`src/rtl/hb_wd_pkg.sv`:
```
package hb_wd_pkg;

    typedef enum logic [1:0] {
        WD_WATCH  = 2'd0,
        WD_SETTLE = 2'd1,
        WD_CLOSE  = 2'd2,
        WD_HOLD   = 2'd3
    } wd_state_e;

endpackage

```
`src/rtl/hb_access_counter.sv`:
```
module hb_access_counter #(
    parameter int CNT_W = 8,
    parameter int SEC_W = 8
) (
    input  logic             clk,
    input  logic             rst_n,
    input  logic             hb_access_i,
    input  logic             tick_i,
    output logic [CNT_W-1:0] count_o,
    output logic [SEC_W-1:0] secs_o
);
    localparam logic [SEC_W-1:0] SEC_MAX = {SEC_W{1'b1}};

    typedef struct packed {
        logic [CNT_W-1:0] count;
        logic [SEC_W-1:0] secs;
    } cnt_state_t;

    cnt_state_t st_d, st_q;

    always_comb begin
        st_d = st_q;
        if (hb_access_i) begin
            st_d.count = st_q.count + 1'b1;
            st_d.secs  = '0;
        end else if (tick_i && (st_q.secs != SEC_MAX)) begin
            st_d.secs = st_q.secs + 1'b1;
        end
    end

    always_ff @(posedge clk) begin
        if (!rst_n) st_q <= '0;
        else        st_q <= st_d;
    end

    assign count_o = st_q.count;
    assign secs_o  = st_q.secs;

    a_r1_count_step: assert property (@(posedge clk) disable iff (!rst_n)
        hb_access_i |=> count_o == $past(count_o) + 1'b1);
    a_r2_secs_clear: assert property (@(posedge clk) disable iff (!rst_n)
        hb_access_i |=> secs_o == '0);
    a_r3_secs_pinned: assert property (@(posedge clk) disable iff (!rst_n)
        (secs_o == SEC_MAX && !hb_access_i) |=> secs_o == SEC_MAX);

endmodule

```
`src/rtl/hb_recovery_fsm.sv`:
```
module hb_recovery_fsm
    import hb_wd_pkg::*;
#(
    parameter int SEC_W     = 8,
    parameter int TIMEOUT_S = 30,
    parameter int SETTLE_S  = 1
) (
    input  logic             clk,
    input  logic             rst_n,
    input  logic             hb_access_i,
    input  logic             tick_i,
    input  logic [SEC_W-1:0] secs_i,
    input  logic             closed_sw_i,
    input  logic             cancel_i,
    input  logic             op_done_i,
    output logic             force_o,
    output logic             missing_o,
    output logic             req_o,
    output logic             closing_o,
    output logic             inhibit_o
);
    localparam int                ST_W      = $clog2(SETTLE_S + 1);
    localparam logic [SEC_W-1:0]  SECS_LAST = SEC_W'(TIMEOUT_S - 1);
    localparam logic [ST_W-1:0]   SET_LAST  = ST_W'(SETTLE_S - 1);

    typedef struct packed {
        wd_state_e       state;
        logic [ST_W-1:0] settle;
        logic            force_on;
        logic            missing;
        logic            req;
    } fsm_state_t;

    fsm_state_t st_d, st_q;

    always_comb begin
        st_d     = st_q;
        st_d.req = 1'b0;
        unique case (st_q.state)
            WD_WATCH: begin
                if (!hb_access_i && tick_i && secs_i == SECS_LAST) begin
                    st_d.state    = WD_SETTLE;
                    st_d.settle   = '0;
                    st_d.force_on = 1'b1;
                    st_d.missing  = 1'b1;
                end
            end
            WD_SETTLE: begin
                if (hb_access_i) begin
                    st_d.state    = WD_WATCH;
                    st_d.force_on = 1'b0;
                    st_d.missing  = 1'b0;
                end else if (tick_i) begin
                    if (st_q.settle == SET_LAST) begin
                        st_d.state = WD_CLOSE;
                        st_d.req   = 1'b1;
                    end else begin
                        st_d.settle = st_q.settle + 1'b1;
                    end
                end
            end
            WD_CLOSE: begin
                if (cancel_i || closed_sw_i || op_done_i) begin
                    st_d.state = WD_HOLD;
                end
            end
            WD_HOLD: begin
                if (hb_access_i) begin
                    st_d.state    = WD_WATCH;
                    st_d.force_on = 1'b0;
                    st_d.missing  = 1'b0;
                end
            end
            default: st_d.state = WD_WATCH;
        endcase
    end

    always_ff @(posedge clk) begin
        if (!rst_n) begin
            st_q       <= '0;
            st_q.state <= WD_WATCH;
        end else begin
            st_q <= st_d;
        end
    end

    assign force_o   = st_q.force_on;
    assign missing_o = st_q.missing;
    assign req_o     = st_q.req;
    assign closing_o = (st_q.state == WD_CLOSE);
    assign inhibit_o = (st_q.state == WD_HOLD);

    a_r5_req_single: assert property (@(posedge clk) disable iff (!rst_n)
        req_o |=> !req_o);
    a_r5_req_enters_close: assert property (@(posedge clk) disable iff (!rst_n)
        req_o |-> closing_o && force_o);
    a_r4_missing_forces: assert property (@(posedge clk) disable iff (!rst_n)
        missing_o |-> force_o);
    a_r8_cancel_holds: assert property (@(posedge clk) disable iff (!rst_n)
        (closing_o && cancel_i) |=> inhibit_o && !closing_o);
    a_r9_hold_release: assert property (@(posedge clk) disable iff (!rst_n)
        (inhibit_o && hb_access_i) |=> !inhibit_o && !force_o);

endmodule

```
`src/rtl/hb_watchdog.sv`:
```
module hb_watchdog
    import hb_wd_pkg::*;
#(
    parameter int CNT_W     = 8,
    parameter int SEC_W     = 8,
    parameter int TIMEOUT_S = 30,
    parameter int SETTLE_S  = 1
) (
    input  logic             clk,
    input  logic             rst_n,
    input  logic             hb_access_i,
    input  logic             tick_1s_i,
    input  logic             closed_sw_i,
    input  logic             cancel_i,
    input  logic             op_done_i,
    input  logic             rail_en_reg_i,
    output logic             rail_en_o,
    output logic             rail_force_o,
    output logic             close_req_o,
    output logic             close_active_o,
    output logic             motion_inhibit_o,
    output logic             hb_missing_o,
    output logic [CNT_W-1:0] hb_count_o,
    output logic [SEC_W-1:0] idle_secs_o
);
    logic [SEC_W-1:0] secs_w;

    hb_access_counter #(
        .CNT_W (CNT_W),
        .SEC_W (SEC_W)
    ) u_cnt (
        .clk         (clk),
        .rst_n       (rst_n),
        .hb_access_i (hb_access_i),
        .tick_i      (tick_1s_i),
        .count_o     (hb_count_o),
        .secs_o      (secs_w)
    );

    hb_recovery_fsm #(
        .SEC_W     (SEC_W),
        .TIMEOUT_S (TIMEOUT_S),
        .SETTLE_S  (SETTLE_S)
    ) u_fsm (
        .clk         (clk),
        .rst_n       (rst_n),
        .hb_access_i (hb_access_i),
        .tick_i      (tick_1s_i),
        .secs_i      (secs_w),
        .closed_sw_i (closed_sw_i),
        .cancel_i    (cancel_i),
        .op_done_i   (op_done_i),
        .force_o     (rail_force_o),
        .missing_o   (hb_missing_o),
        .req_o       (close_req_o),
        .closing_o   (close_active_o),
        .inhibit_o   (motion_inhibit_o)
    );

    assign idle_secs_o = secs_w;
    assign rail_en_o   = rail_en_reg_i | rail_force_o;

    a_r4_rails_on_when_forced: assert property (@(posedge clk) disable iff (!rst_n)
        rail_force_o |-> rail_en_o);
    a_r7_done_ends_close: assert property (@(posedge clk) disable iff (!rst_n)
        (close_active_o && (closed_sw_i || op_done_i)) |=> motion_inhibit_o && rail_force_o);

endmodule

```
`config.mk`:
```
export PLATFORM = sky130hd
export DESIGN_NAME = hb_watchdog
export DESIGN_NICKNAME = d
export VERILOG_FILES = /design/src/rtl/hb_wd_pkg.sv /design/src/rtl/hb_access_counter.sv /design/src/rtl/hb_recovery_fsm.sv /design/src/rtl/hb_watchdog.sv
export SDC_FILE = /design/constraint.sdc
export NUM_CORES = 1
export LEC_CHECK = 0
export BUFFER_PORTS_ARGS = -buffer_cell sky130_fd_sc_hd__buf_4
export CAP_MARGIN = 10
export CORE_ASPECT_RATIO = 0.8
export CORE_MARGIN = 2
export CORE_UTILIZATION = 53
export CTS_BUF_LIST = sky130_fd_sc_hd__clkbuf_8 sky130_fd_sc_hd__clkbuf_16
export DETAILED_ROUTE_END_ITERATION = 6
export PLACE_DENSITY = 0.82
export SLEW_MARGIN = 40
export SYNTH_ARGS = -nofsm -noshare
export SYNTH_HDL_FRONTEND = slang
export SYNTH_SLANG_ARGS = --single-unit
```
`constraint.sdc`:
```
create_clock -name clk -period 2.4 [get_ports clk]
set_input_delay 0.36 -clock clk [delete_from_list [all_inputs] [get_ports clk]]
set_output_delay 0.36 -clock clk [all_outputs]
set_load 0.02 [all_outputs]
```
; Word level (Yosys, flattened, before mapping)
; Index checks and enable logic that the tools add are counted.
[totals]
register_bits = 22
input_bits = 8
wordCells = 54
[op_classes]
add_sub_neg = 3
n_eq_ne = 13
n_mux = 12
n_bitwise = 4
reduce_logical = 15
[ops]
columns = op, count
row1 = adder 8 x 1 -> 8 bit (second input constant), 2
row2 = equality test 8 x 5 -> 1 bit (second input constant), 1
row3 = 2-to-1 mux 2 bit, 4
row4 = inequality test 8 bit (second input constant), 1
row5 = case mux 2 bit (4 select lines), 1
row6 = inequality test 2 x 1 -> 1 bit (second input constant), 3
row7 = inequality test 2 bit (second input constant), 3
row8 = inequality test 3 bit (second input constant), 2
row9 = 2-to-1 mux 5 bit, 1
row10 = AND reduction 5 bit, 1
row11 = equality test 2 bit (second input constant), 2
row12 = case mux 2 bit (2 select lines), 1
row13 = AND reduction 4 bit, 1
row14 = nonzero test 2 bit, 2
row15 = OR reduction 2 bit, 2
row16 = OR reduction 4 bit, 1
row17 = logical AND 1 bit, 3
row18 = 2-to-1 mux 1 bit, 3
row19 = 2-to-1 mux 3 bit, 1
row20 = NOT 1 bit, 3
row21 = AND reduction 3 bit, 1
row22 = equality test 2 x 1 -> 1 bit (second input constant), 1
row23 = logical NOT 2 bit, 1
row24 = logical OR 1 bit, 2
row25 = other kinds (4), 4

; Longest topological paths before layout
[logic_depth]
depth_word = 5
mapped_depth = 5
depth_no_buf = 5

; Cells and area by module
; From an unflattened synthesis, not the netlist that was laid out.
[unflattened]
cells_unflattened = 111
hier_area_um2 = 988.4
[by_module_without_submodules]
columns = mod, n_inst, cells_per_inst, area_per_inst_um2, seq_area_each_um2
row1 = hb_access_counter, 1, 87, 765.7, 320.3
row2 = hb_recovery_fsm, 1, 23, 216.5, 80.1
row3 = hb_watchdog, 1, 1, 6.3, 0.0

; Worst setup path before layout
; No wires, ideal clock.
[synth_path]
kind = reg-to-reg
from = reg u_cnt.st_q, in the netlist u_cnt.secs_o[0]
to = reg u_cnt.st_q, in the netlist u_cnt.secs_o[1]
arrival_ps = 1351
required_ps = 2314
path_slack_ps = 963
stages_incl_launch_ff = 5
period_less_slack_ps = 1437
cell_sequence = dfxtp_1 -> ha_1 -> and4_1 -> a21bo_1 -> a211oi_1
[synth_via]
elab_chain_cells = 2
elab_cells_between_ends = 3
classes_between = 1 x add/sub / 1 x eq/ne / 1 x reduce/logical
[synth_rtl]
columns = element, line_no
row1 = from (decl), hb_access_counter.sv:19  ; cnt_state_t st_d, st_q;
row2 = from (signal assigned), hb_access_counter.sv:33  ; else st_q <= st_d;
row3 = branches (longest 2 deep; another with adder 8 x 1 -> 8 bit), n/a
; Several ways; the timed one is not identified.
; A chain may end at the register's enable or synchronous reset.

; Worst setup path after layout
[layout_path]
from = reg u_cnt.st_q, in the netlist u_cnt.secs_o[0]
to = reg u_cnt.st_q, in the netlist u_cnt.secs_o[0]
; Same word-level chain as after synthesis.

==> results.md <==
- Max_cap viols: 0
- Design Area, Final: 1271 um^2
- Sequential cell area fraction in the yosys report: 40.51%
- CP Data Required Time: 2.59 ns
- Top cells by area in the synthesized netlist: dfxtp_1 (41%), a21oi_1 (4.6%), nand2_1 (4.6%), ha_1 (3.8%), and4_1 (3.5%)
- Sequential share of power: 52.2%
- Ys async rst share: 0%
- Clk network pwr share: 38.9%
- Die ar.: 2228 um^2
- Main synth FF type: dfxtp_1
- Core area: 1692 um^2
- Max Fclk: 0.6383 GHz
- HPWL reported at the end of detailed placement: 1598 um
- Mapped cell area: 988.4 um^2
- Postcts setup bufs: 0
- Yosys reg bits: 20
- Final ANT Viol Nets: 0
- Pwr dens: 519.7 nW/um^2
- Crit path arrival time: 1.76 ns
- Detailed-route DRC error count: 0
- Max H-tree Level: 1
- DP Area: 1216 um^2
- CP Class: reg -> reg
- CTS Buf Count: 3
- Filler cells: 137
- Die X: 52.28 um
- Final worst-path cycle share: 65.28%
- Worst vdd ir: 0.5243 mV
- Status: finished, final reports clean
- Top-count cell post-synth: dfxtp_1
- HP Class: in -> reg
- Hold Vio Cnt, Final: 0
- Diodes inserted: 0
- Area Overhead vs Synth: 28.61%
- Placer Congestion: 0.7949
- Iter 0 DRT Violations: 31
- # nets final: 154
- Synth area leader: dfxtp_1
- Int Pwr: 509.9 uW
- Synth cell types: 37
- Syn Inst Count: 112
- Die extent in y: 42.63 um
- Port bufs: 29
- Synth cell count leaders: dfxtp_1 (20), nand2_1 (12), a21oi_1 (9), nor2_1 (7), nand4_1 (5)
- Worst Clk Skew: 0.004789 ns
- Maximum root-to-sink buffer count: 2
- Global-route wire length before repair: 3726 um
- Clock slew at reported path FFs: 0.07 ns
- Yosys warning total: 0
- Clock Tree Root: clkbuf_8
- Final TNS setup: 0 ns
- Total GRT Usage: 22.55%
- Initial antenna violation count: 0
- Share of the synthesized area in the top cell type: 40.51%
- CTS tree: built
- Sw Share: 22.82%
- Tmin final: 1.567 ns
- Wirelength, routed: 2216 um
- Number of I/O pins: 30
- Slew HR: 68.47%
- CP Max Fanout: 9
- Worst-Margin Slew: 0.4686 ns
- Final setup viols: 0
- LEAKAGE: 0.5411 nW
- Via/cell ratio: 5.927
- Placement Rows: 13
- Initial Util: 58.43%
- Worst-Skew Late Latency: 0.26 ns
- Wirelength per Cell: 13.51 um
- Switching power: 150.8 uW
- Pins Over Slew Limit: 0
- Post-CTS Resized: 0
- First-pass detailed-route iteration total: 5
- Worst setup SP type: register
- Number of global-route vias before repair: 843
- Crit path capture type: register
- Sink Count: 20
- Synth Net Count: 123
- Number of enable flip-flop cells after synthesis: 0
- Fraction of layout instances using a drive strength above 1: 26.76%
- GRT overflow: 0
- RSZ-0062 raised after global routing: no
- Vias: 972
- Syn_area_per_cell: 8.825 um^2
- Logic gate share of total power: 8.9%
- Hold-fix buffers, CTS: 0
- Largest net degree at the start of global routing: 13
## path summary, 6_finish.rpt
kind | start | to | slack, ns | cells after the start
setup / recovery | u_cnt.secs_o[0]$_SDFFE_PP0P_ | u_cnt.secs_o[0]$_SDFFE_PP0P_ | 0.83 | 4
setup reg to reg | u_cnt.secs_o[0]$_SDFFE_PP0P_ | u_cnt.secs_o[0]$_SDFFE_PP0P_ | 0.83 | 4
hold / removal | rst_n | register | 0.36 | 3
hold reg to reg | u_fsm.force_o$_SDFFE_PN0P_ | u_fsm.force_o$_SDFFE_PN0P_ | 0.48 | 2
## state kept, by name, summed over array words and instances (netlist names), named ones only
| signal | cells |
|---|---|
| u_cnt.count_o | 8 |
| u_cnt.secs_o | 8 |
| u_fsm.force_o | 1 |
| u_fsm.req_o | 1 |
| u_fsm.st_q | 1 |
## per-stage QoR
| stage | setup WS, ns | hold WS, ns | cells | total power, mW | util [%] |
|---|---|---|---|---|---|
| 2_1_floorplan | 0.9634 | 0.4738 | 112 | 0.3848 | - |
| 5_1_grt | 0.7248 | 0.3645 | 164 | 0.6852 | 75.15 |
| 4_1_cts | 0.8318 | 0.3610 | 164 | 0.6646 | 75.15 |
| 3_3_place_gp | 0.8993 | 0.4703 | 160 | 0.4082 | 71.89 |
| 3_5_place_dp | 0.8418 | 0.4751 | 160 | 0.4104 | 71.89 |
| 6_report | 0.8334 | 0.3638 | 164 | 0.6606 | 75.15 |
## cells in the final DEF (no fill, tap or decap), types with 2 or more instances in the layout
master    instances
buf_4            29
dfxtp_1          20
nand2_1          12
a21oi_1           9
nor2_1            7
nand4_1           5
nor2b_1           4
and4_1            4
clkbuf_8          4
xor2_1            3
nor3_1            3
a211oi_1          3
nand3_1           3
ha_1              3
inv_1             2
o21ai_0           2
or3_1             2
or4b_1            2
a311oi_1          2
mux2i_1           2
nand2b_1          2
and3_1            2
a31oi_1           2
o21ai_1           2
## logic make-up (layout without fill, tap and decap cells)
kind of cell / count (synthesis) / after routing / synth area share (%)
muxes: 2 / 2 / 2.025
buffers and inverters: 6 / 36 / 2.912
xor gates and xnor gates: 4 / 4 / 3.545
AOI/OAI and AO/OA: 24 / 24 / 15.44
DFF: 20 / 20 / 40.51
adders and majority gates: 3 / 3 / 3.798
and+or+nand+nor: 53 / 53 / 31.77
## routing by layer
metal / wire, um / part of all wire (%) / vias to the layer above / track usage [%]
met5: 0 / 0 / - / 0
met4: 65 / 2.9 / 0 / 9.231
met3: 151 / 6.8 / 10 / 6.429
met2: 980 / 44 / 42 / 34.75
met1: 1019 / 46 / 439 / 29.23
li1: - / - / 481 / -
## power by group through the flow
stage / Sequential [mW] / Combinational [mW] / Clock [mW]
finish: 0.345 / 0.0588 / 0.257
detailed placement: 0.352 / 0.0581 / 0
floorplan: 0.357 / 0.0274 / 0
global route: 0.346 / 0.0654 / 0.274
CTS: 0.345 / 0.0588 / 0.261
global placement: 0.352 / 0.0561 / 0
## layout make-up
cell class / count / area (um^2) / share of cell area, %
Sequential cell: 20 / 400.4 / 31.50
Tap cell: 22 / 27.53 / 2.165
Timing Repair Buffer: 29 / 217.7 / 17.13
Clock buffer: 4 / 55.05 / 4.331
Inverter: 3 / 11.26 / 0.8858
Multi-Input combinational cell: 86 / 559.3 / 44.00
## worst max-delay path: stages, from the launching register on
cell,delay (ns)
dfxtp_1,0.48
ha_1,0.32
and4_1,0.32
a21bo_1,0.18
mux2i_1,0.19
No activity file was read; power rests on OpenSTA's default activity.
